--- src/rtl/icap_pkg.sv ---
package icap_pkg;

   // Event polarity codes on edge_sel
   localparam logic [1:0] EDGE_FALL = 2'b00;
   localparam logic [1:0] EDGE_RISE = 2'b01;
   localparam logic [1:0] EDGE_NONE = 2'b10;
   localparam logic [1:0] EDGE_BOTH = 2'b11;

   typedef struct packed {
      logic rise;
      logic fall;
   } edge_pair_t;

endpackage

--- src/rtl/icap_counter.sv ---
module icap_counter #(
   parameter int CNT_W = 16
) (
   input  logic             clk,
   input  logic             rst_n,
   input  logic [CNT_W-1:0] reload_val,
   output logic [CNT_W-1:0] count
);

   localparam logic [CNT_W-1:0] ONE = CNT_W'(1);

   logic [CNT_W-1:0] cnt_q;
   logic [CNT_W-1:0] cnt_d;
   logic             at_top;

   assign at_top = (cnt_q == reload_val);

   always_comb begin
      if (at_top) cnt_d = '0;
      else        cnt_d = cnt_q + ONE;
   end

   always_ff @(posedge clk or negedge rst_n) begin
      if (!rst_n) cnt_q <= '0;
      else        cnt_q <= cnt_d;
   end

   assign count = cnt_q;

endmodule

--- src/rtl/icap_edge_detect.sv ---
module icap_edge_detect
   import icap_pkg::*;
#(
   parameter int SYNC_STAGES = 2
) (
   input  logic       clk,
   input  logic       rst_n,
   input  logic       sig_async,
   input  logic [1:0] edge_sel,
   output logic       event_hit
);

   localparam int LAST = SYNC_STAGES - 1;

   generate
      if (SYNC_STAGES < 2) begin : g_bad_stages
         $error("icap_edge_detect: SYNC_STAGES must be at least 2");
      end
   endgenerate

   logic [SYNC_STAGES-1:0] sync_q;
   logic                   prev_q;
   edge_pair_t             edges;

   always_ff @(posedge clk or negedge rst_n) begin
      if (!rst_n) sync_q[0] <= 1'b0;
      else        sync_q[0] <= sig_async;
   end

   generate
      for (genvar s = 1; s < SYNC_STAGES; s++) begin : g_sync
         always_ff @(posedge clk or negedge rst_n) begin
            if (!rst_n) sync_q[s] <= 1'b0;
            else        sync_q[s] <= sync_q[s-1];
         end
      end
   endgenerate

   always_ff @(posedge clk or negedge rst_n) begin
      if (!rst_n) prev_q <= 1'b0;
      else        prev_q <= sync_q[LAST];
   end

   assign edges.rise = sync_q[LAST] & ~prev_q;
   assign edges.fall = ~sync_q[LAST] & prev_q;

   always_comb begin
      case (edge_sel)
         EDGE_FALL: event_hit = edges.fall;
         EDGE_RISE: event_hit = edges.rise;
         EDGE_BOTH: event_hit = edges.rise | edges.fall;
         default:   event_hit = 1'b0;
      endcase
   end

endmodule

--- src/rtl/icap_capture_reg.sv ---
module icap_capture_reg #(
   parameter int CNT_W = 16
) (
   input  logic             clk,
   input  logic             rst_n,
   input  logic             take,
   input  logic             flag_clr,
   input  logic [CNT_W-1:0] count,
   output logic [CNT_W-1:0] cap_value,
   output logic             cap_flag
);

   logic [CNT_W-1:0] val_q;
   logic             flag_q;

   always_ff @(posedge clk or negedge rst_n) begin
      if (!rst_n)    val_q <= '0;
      else if (take) val_q <= count;
   end

   // A capture on the same edge as a clear leaves the flag set
   always_ff @(posedge clk or negedge rst_n) begin
      if (!rst_n)        flag_q <= 1'b0;
      else if (take)     flag_q <= 1'b1;
      else if (flag_clr) flag_q <= 1'b0;
   end

   assign cap_value = val_q;
   assign cap_flag  = flag_q;

endmodule

--- src/rtl/icap_channel.sv ---
module icap_channel #(
   parameter int CNT_W       = 16,
   parameter int SYNC_STAGES = 2
) (
   input  logic             clk,
   input  logic             rst_n,
   input  logic [CNT_W-1:0] reload_val,
   input  logic             sig_in,
   input  logic [1:0]       edge_sel,
   input  logic             cap_en,
   input  logic             irq_en,
   input  logic             flag_clr,
   output logic [CNT_W-1:0] count,
   output logic [CNT_W-1:0] cap_value,
   output logic             cap_flag,
   output logic             irq
);

   generate
      if (CNT_W < 2) begin : g_bad_width
         $error("icap_channel: CNT_W must be at least 2");
      end
   endgenerate

   logic event_hit;
   logic take;

   icap_counter #(.CNT_W(CNT_W)) u_counter (
      .clk        (clk),
      .rst_n      (rst_n),
      .reload_val (reload_val),
      .count      (count)
   );

   icap_edge_detect #(.SYNC_STAGES(SYNC_STAGES)) u_edge (
      .clk       (clk),
      .rst_n     (rst_n),
      .sig_async (sig_in),
      .edge_sel  (edge_sel),
      .event_hit (event_hit)
   );

   assign take = event_hit & cap_en;

   icap_capture_reg #(.CNT_W(CNT_W)) u_capture (
      .clk       (clk),
      .rst_n     (rst_n),
      .take      (take),
      .flag_clr  (flag_clr),
      .count     (count),
      .cap_value (cap_value),
      .cap_flag  (cap_flag)
   );

   assign irq = cap_flag & irq_en;

endmodule

--- config.mk ---
export PLATFORM = sky130hd
export DESIGN_NAME = icap_channel
export DESIGN_NICKNAME = d
export VERILOG_FILES = /design/src/rtl/icap_pkg.sv /design/src/rtl/icap_counter.sv /design/src/rtl/icap_edge_detect.sv /design/src/rtl/icap_capture_reg.sv /design/src/rtl/icap_channel.sv
export SDC_FILE = /design/constraint.sdc
export NUM_CORES = 1
export LEC_CHECK = 0
export ABC_AREA = 1
export CAP_MARGIN = 40
export CORE_ASPECT_RATIO = 1.25
export CORE_MARGIN = 5
export CORE_UTILIZATION = 50
export DETAILED_ROUTE_END_ITERATION = 8
export DONT_BUFFER_PORTS = 1
export PLACE_DENSITY = 0.7
export SLEW_MARGIN = 30
export SYNTH_ARGS = -nofsm -noshare
export SYNTH_HDL_FRONTEND = slang
export SYNTH_SLANG_ARGS = --single-unit
--- constraint.sdc ---
create_clock -name clk -period 3.81 [get_ports clk]
set_clock_uncertainty 0.05 [all_clocks]
set_input_delay 0.381 -clock clk [delete_from_list [all_inputs] [get_ports clk]]
set_output_delay 0.381 -clock clk [all_outputs]
set_load 0.01 [all_outputs]
-- Word-level counts from Yosys, hierarchy flattened
Cells that the tools add are included.
W data, S select, Z words.
- register bits: 36
- output and inout port bits: 34
- logic and storage cells: 23
- mux-type cells: 4
- equality and inequality tests: 3
- reductions and logical operators: 2
- add/sub/neg operators: 1
- bitwise operators: 7
- operators with widths (operator ; number):
    $add A16 B1 Y16 const B ; 1
    $eq A16 B16 Y1 ; 1
    $mux W16 ; 1
    $and A1 B1 Y1 ; 4
    $pmux W1 S3 ; 1
    $eq A2 B1 Y1 const B ; 1
    $eq A2 B2 Y1 const B ; 1
    $logic_not A2 Y1 ; 1
    $mux W1 ; 2
    $not A1 Y1 ; 2
    $reduce_bool A2 Y1 ; 1
    $or A1 B1 Y1 ; 1

-- Longest topological paths before layout
- depth after elaboration: 6
- mapped depth: 9
- depth with buffers taken out: 8

-- Hierarchy
Synthesis repeated with hierarchy kept, for this count alone.
- cell total of the unflattened synthesis: 275
- area, all modules: 2042.0 um2
- by module, submodules not included (module ; instances ; cells each ; seq. area each (um2) ; area an instance (um2)):
    icap_counter ; 1 ; 185 ; 400.4 ; 1213.7
    icap_capture_reg ; 1 ; 72 ; 425.4 ; 675.6
    icap_edge_detect ; 1 ; 14 ; 75.1 ; 137.6
    icap_channel ; 1 ; 4 ; 0.0 ; 15.0

-- Worst setup path before layout
OpenSTA, ideal clock, no wires.
- kind: register -> register
- from: reg u_edge.prev_q
- to: reg u_capture.val_q[10], in the netlist u_capture.cap_value[10]
- setup time: 0.131 ns
- slack: 2.295 ns
- stages on the path, launching flop included: 10
- arrival time: 1.334 ns
- cells stage by stage: dfrtp_1 inv_1 ha_1 nand2_1 nand2_1 o21ai_1 nand2_1 clkbuf_1 nand2_1 o21ai_0
- longest elaborated chain between the ends: 5
- elaborated cells on any way between the ends: 6
- classes of those cells: mux (1); bitwise (5)
- RTL lines (item ; RTL line ; source):
    start, declared ; icap_edge_detect.sv:22 ; logic prev_q;
    start signal, assigned ; icap_edge_detect.sv:41 ; else prev_q <= sync_q[LAST];
    $not A1 Y1 ; icap_edge_detect.sv:44 ; assign edges.rise = sync_q[LAST] & ~prev_q;
    $and A1 B1 Y1 ; icap_edge_detect.sv:44 ;
    $or A1 B1 Y1 ; icap_edge_detect.sv:51 ; EDGE_BOTH: event_hit = edges.rise | edges.fall;
    $pmux W1 S3 * ; icap_edge_detect.sv:48 ; case (edge_sel)
    $and A1 B1 Y1 * ; icap_channel.sv:43 ; assign take = event_hit & cap_en;
    end signal, assigned ; icap_capture_reg.sv:18 ; else if (take) val_q <= count;
    end, declared ; icap_capture_reg.sv:13 ; logic [CNT_W-1:0] val_q;
Mark *: on every way between the ends. The rest lies on a longest branch, timed or not.
A chain may end at the register's enable or synchronous reset.

-- Worst setup path in the final report
- from: reg u_edge.prev_q
- to: reg u_capture.val_q[9], in the netlist u_capture.cap_value[9]
Same word-level chain as after synthesis.

==> summary.txt <==
DRT Pass-1 Iters -> 4
CTS Buf Count -> 5
area delta synth->final -> 10.5%
Period Utilization, post-route -> 0.472
CTS H-tree depth -> 2
switching power -> 271 µW
global route overflow -> 0
unrepaired setup endpoints after global routing -> false
post-cts sizing count -> 0
commonest cells after routing, fill and taps aside -> nand2_1, dfrtp_1, nor2_1
CTS root buf -> clkbuf_8
Fillers -> 366
switching share of total power -> 0.278
cells after synthesis -> 235
GPL Wtd Cong -> 0.866
DPL Wire Length -> 2980 µm
first-pass GRT wire length -> 6650 µm
Worst Reg2Reg Path Length in Cells -> 9
# setup viols final -> 0
# diodes -> 0
Via Count -> 1,426
Core Area -> 3510 µm²
register area -> 901 µm²
CTS tree -> done
pwr/cell area -> 481 nW/µm²
syn nets -> 262
input/output buffers -> 0
starting utilization of the core area -> 0.520
placed cell count -> 270
status -> complete, no violations
post-layout minimum cycle time -> 1.80 ns
Antenna Nets Post-Route -> 0
internal power -> 702 µW
Critical Path Source Type -> register
sequential cell area fraction in the yosys report -> 0.493
WP data required -> 3.94 ns
actual slew at the worst max-slew pin -> 0.393 ns
cts hold-fix bufs -> 2
max-slew violation count -> 0
largest net degree at the start of global routing -> 37
1st-iter DRT viols -> 53
MaxCap Viol Count -> 0
Die ar. -> 4970 µm²
Fin. Hold Viols -> 0
Setup CP Type -> reg2reg
share of cells above drive strength 1 -> 0.0579
worst hold path class -> in2reg
initial antenna violation count -> 0
Logic pwr share -> 0.117
Slew headroom -> 0.737
Clock Sinks -> 36
most common cell after layout, fill and taps aside -> nand2_1
final std cells w/o fill -> 281
GRT Resource Usage Total -> 0.172
Core Rows -> 24
element type at the critical path end -> register
# DRC -> 0
Bufs on Longest Clock Path -> 2
Ys Warns -> 0
# IOs -> 58
WL per Instance -> 14.0 µm
Max Fclk -> 0.556 GHz
die extent in x -> 64.1 µm
final core occ -> 0.575
peak supply drop -> 375 µV
flops & latches, synth -> 36
Static Leak -> 0.000991 µW
Reg power frac -> 0.509
die height -> 77.6 µm
Power, Total -> 973 µW
Multi-input gate area -> 787 µm²
clock power share -> 0.374
Clock Pin Slew Worst Setup and Hold Paths -> 0.07 ns
Mapped Area -> 1830 µm²
drt total wl -> 3950 µm
vias per inst -> 5.07
setup TNS -> 0 ns
Worst Path Arrival -> 1.93 ns
Min-Delay Path Depth -> 0
Netlist cell types -> 18
number of global-route vias before repair -> 1,431
fin nets -> 268
crit path max fanout -> 21
Clock Latency Late Sink -> 0.29 ns
setup bufs post-CTS -> 0
Synth Area per Inst -> 7.78 µm²
cell usage after synthesis:
master | instances | area [µm²]
ha_1 | 3 | 37.5
o21ai_0 | 17 | 85.1
xnor2_1 | 11 | 96.3
inv_2 | 2 | 7.51
nor2_2 | 1 | 6.26
nor2_4 | 1 | 11.3
o21ai_1 | 1 | 5.00
nand4_1 | 2 | 12.5
xor2_1 | 8 | 70.1
buf_2 | 1 | 5.00
nand2_1 | 77 | 289
nor3_1 | 1 | 5.00
clkbuf_1 | 2 | 7.51
dfrtp_1 | 36 | 901
nand3_1 | 9 | 45.0
nor2_1 | 33 | 124
buf_6 | 1 | 11.3
inv_1 | 29 | 109
cells by family after synthesis:
group                      Yosys count  synth area share
DFF                                 36             0.493
xor gates and xnor gates            19            0.0910
AOI/OAI and AO/OA                   18            0.0493
adders and majority gates            3            0.0205
buffers and inverters               35            0.0767
and+or+nand+nor                    124             0.270
power groups by stage:
stage	registers (µW)	clock network [µW]	logic [µW]
5_1_grt	502	392	133
3_5_place_dp	505	0	104
3_3_place_gp	504	0	99.8
2_1_floorplan	485	0	90.0
4_1_cts	498	374	115
6_report	495	364	114
registers in the layout, summed over array words and instances (netlist names):
signal,count
u_edge.sync_q,2
u_counter.count,16
u_edge.prev_q,1
u_capture.cap_flag,1
u_capture.cap_value,16
final cells by class:
class,instances,area share
Clock buffer,7,0.0477
Tap cell,39,0.0241
Sequential cell,36,0.446
Multi-Input combinational cell,164,0.389
Clock inverter,1,0.0149
Inverter,31,0.0576
Timing Repair Buffer,3,0.0204
metal layers:
layer | wire [µm] | GRT usage
met5 | 0 | 0
met1 | 1610 | 0.200
met3 | 312 | 0.0636
met2 | 1940 | 0.280
met4 | 78 | 0.0748
critical path, stage by stage, from the launching register on:
cell and delay, ns:
dfrtp_1 0.36, inv_1 0.05, ha_1 0.27, nand2_1 0.06, nand2_1 0.04, o21ai_1 0.21, nand2_1 0.26, buf_6 0.24
nand2_1 0.06, o21ai_0 0.07
final timing paths:
| kind | start | to | slack [ns] |
|---|---|---|---|
| max in group asynchronous | rst_n | u_counter.count[0] | 3.03 |
| min in group asynchronous | rst_n | u_counter.count[2] | 0.49 |
| setup reg to reg | u_edge.prev_q | u_capture.cap_value[9] | 2.01 |
| hold / removal | sig_in | u_edge.sync_q[0] | 0.06 |
| setup / recovery | u_edge.prev_q | u_capture.cap_value[9] | 2.01 |
| hold reg to reg | u_edge.sync_q[0] | u_edge.sync_q[1] | 0.31 |
stage by stage:
stage          hold WS [ns]  cell area (µm²)  setup slack [ns]
2_1_floorplan        0.0354             1830              2.29
3_3_place_gp         0.0365             1850              1.87
3_5_place_dp         0.0363             1850              1.76
4_1_cts              0.0538             2010              1.72
5_1_grt              0.0419             2020              1.82
6_report             0.0639             2020              2.01
Power figures use the tool's default switching activity.
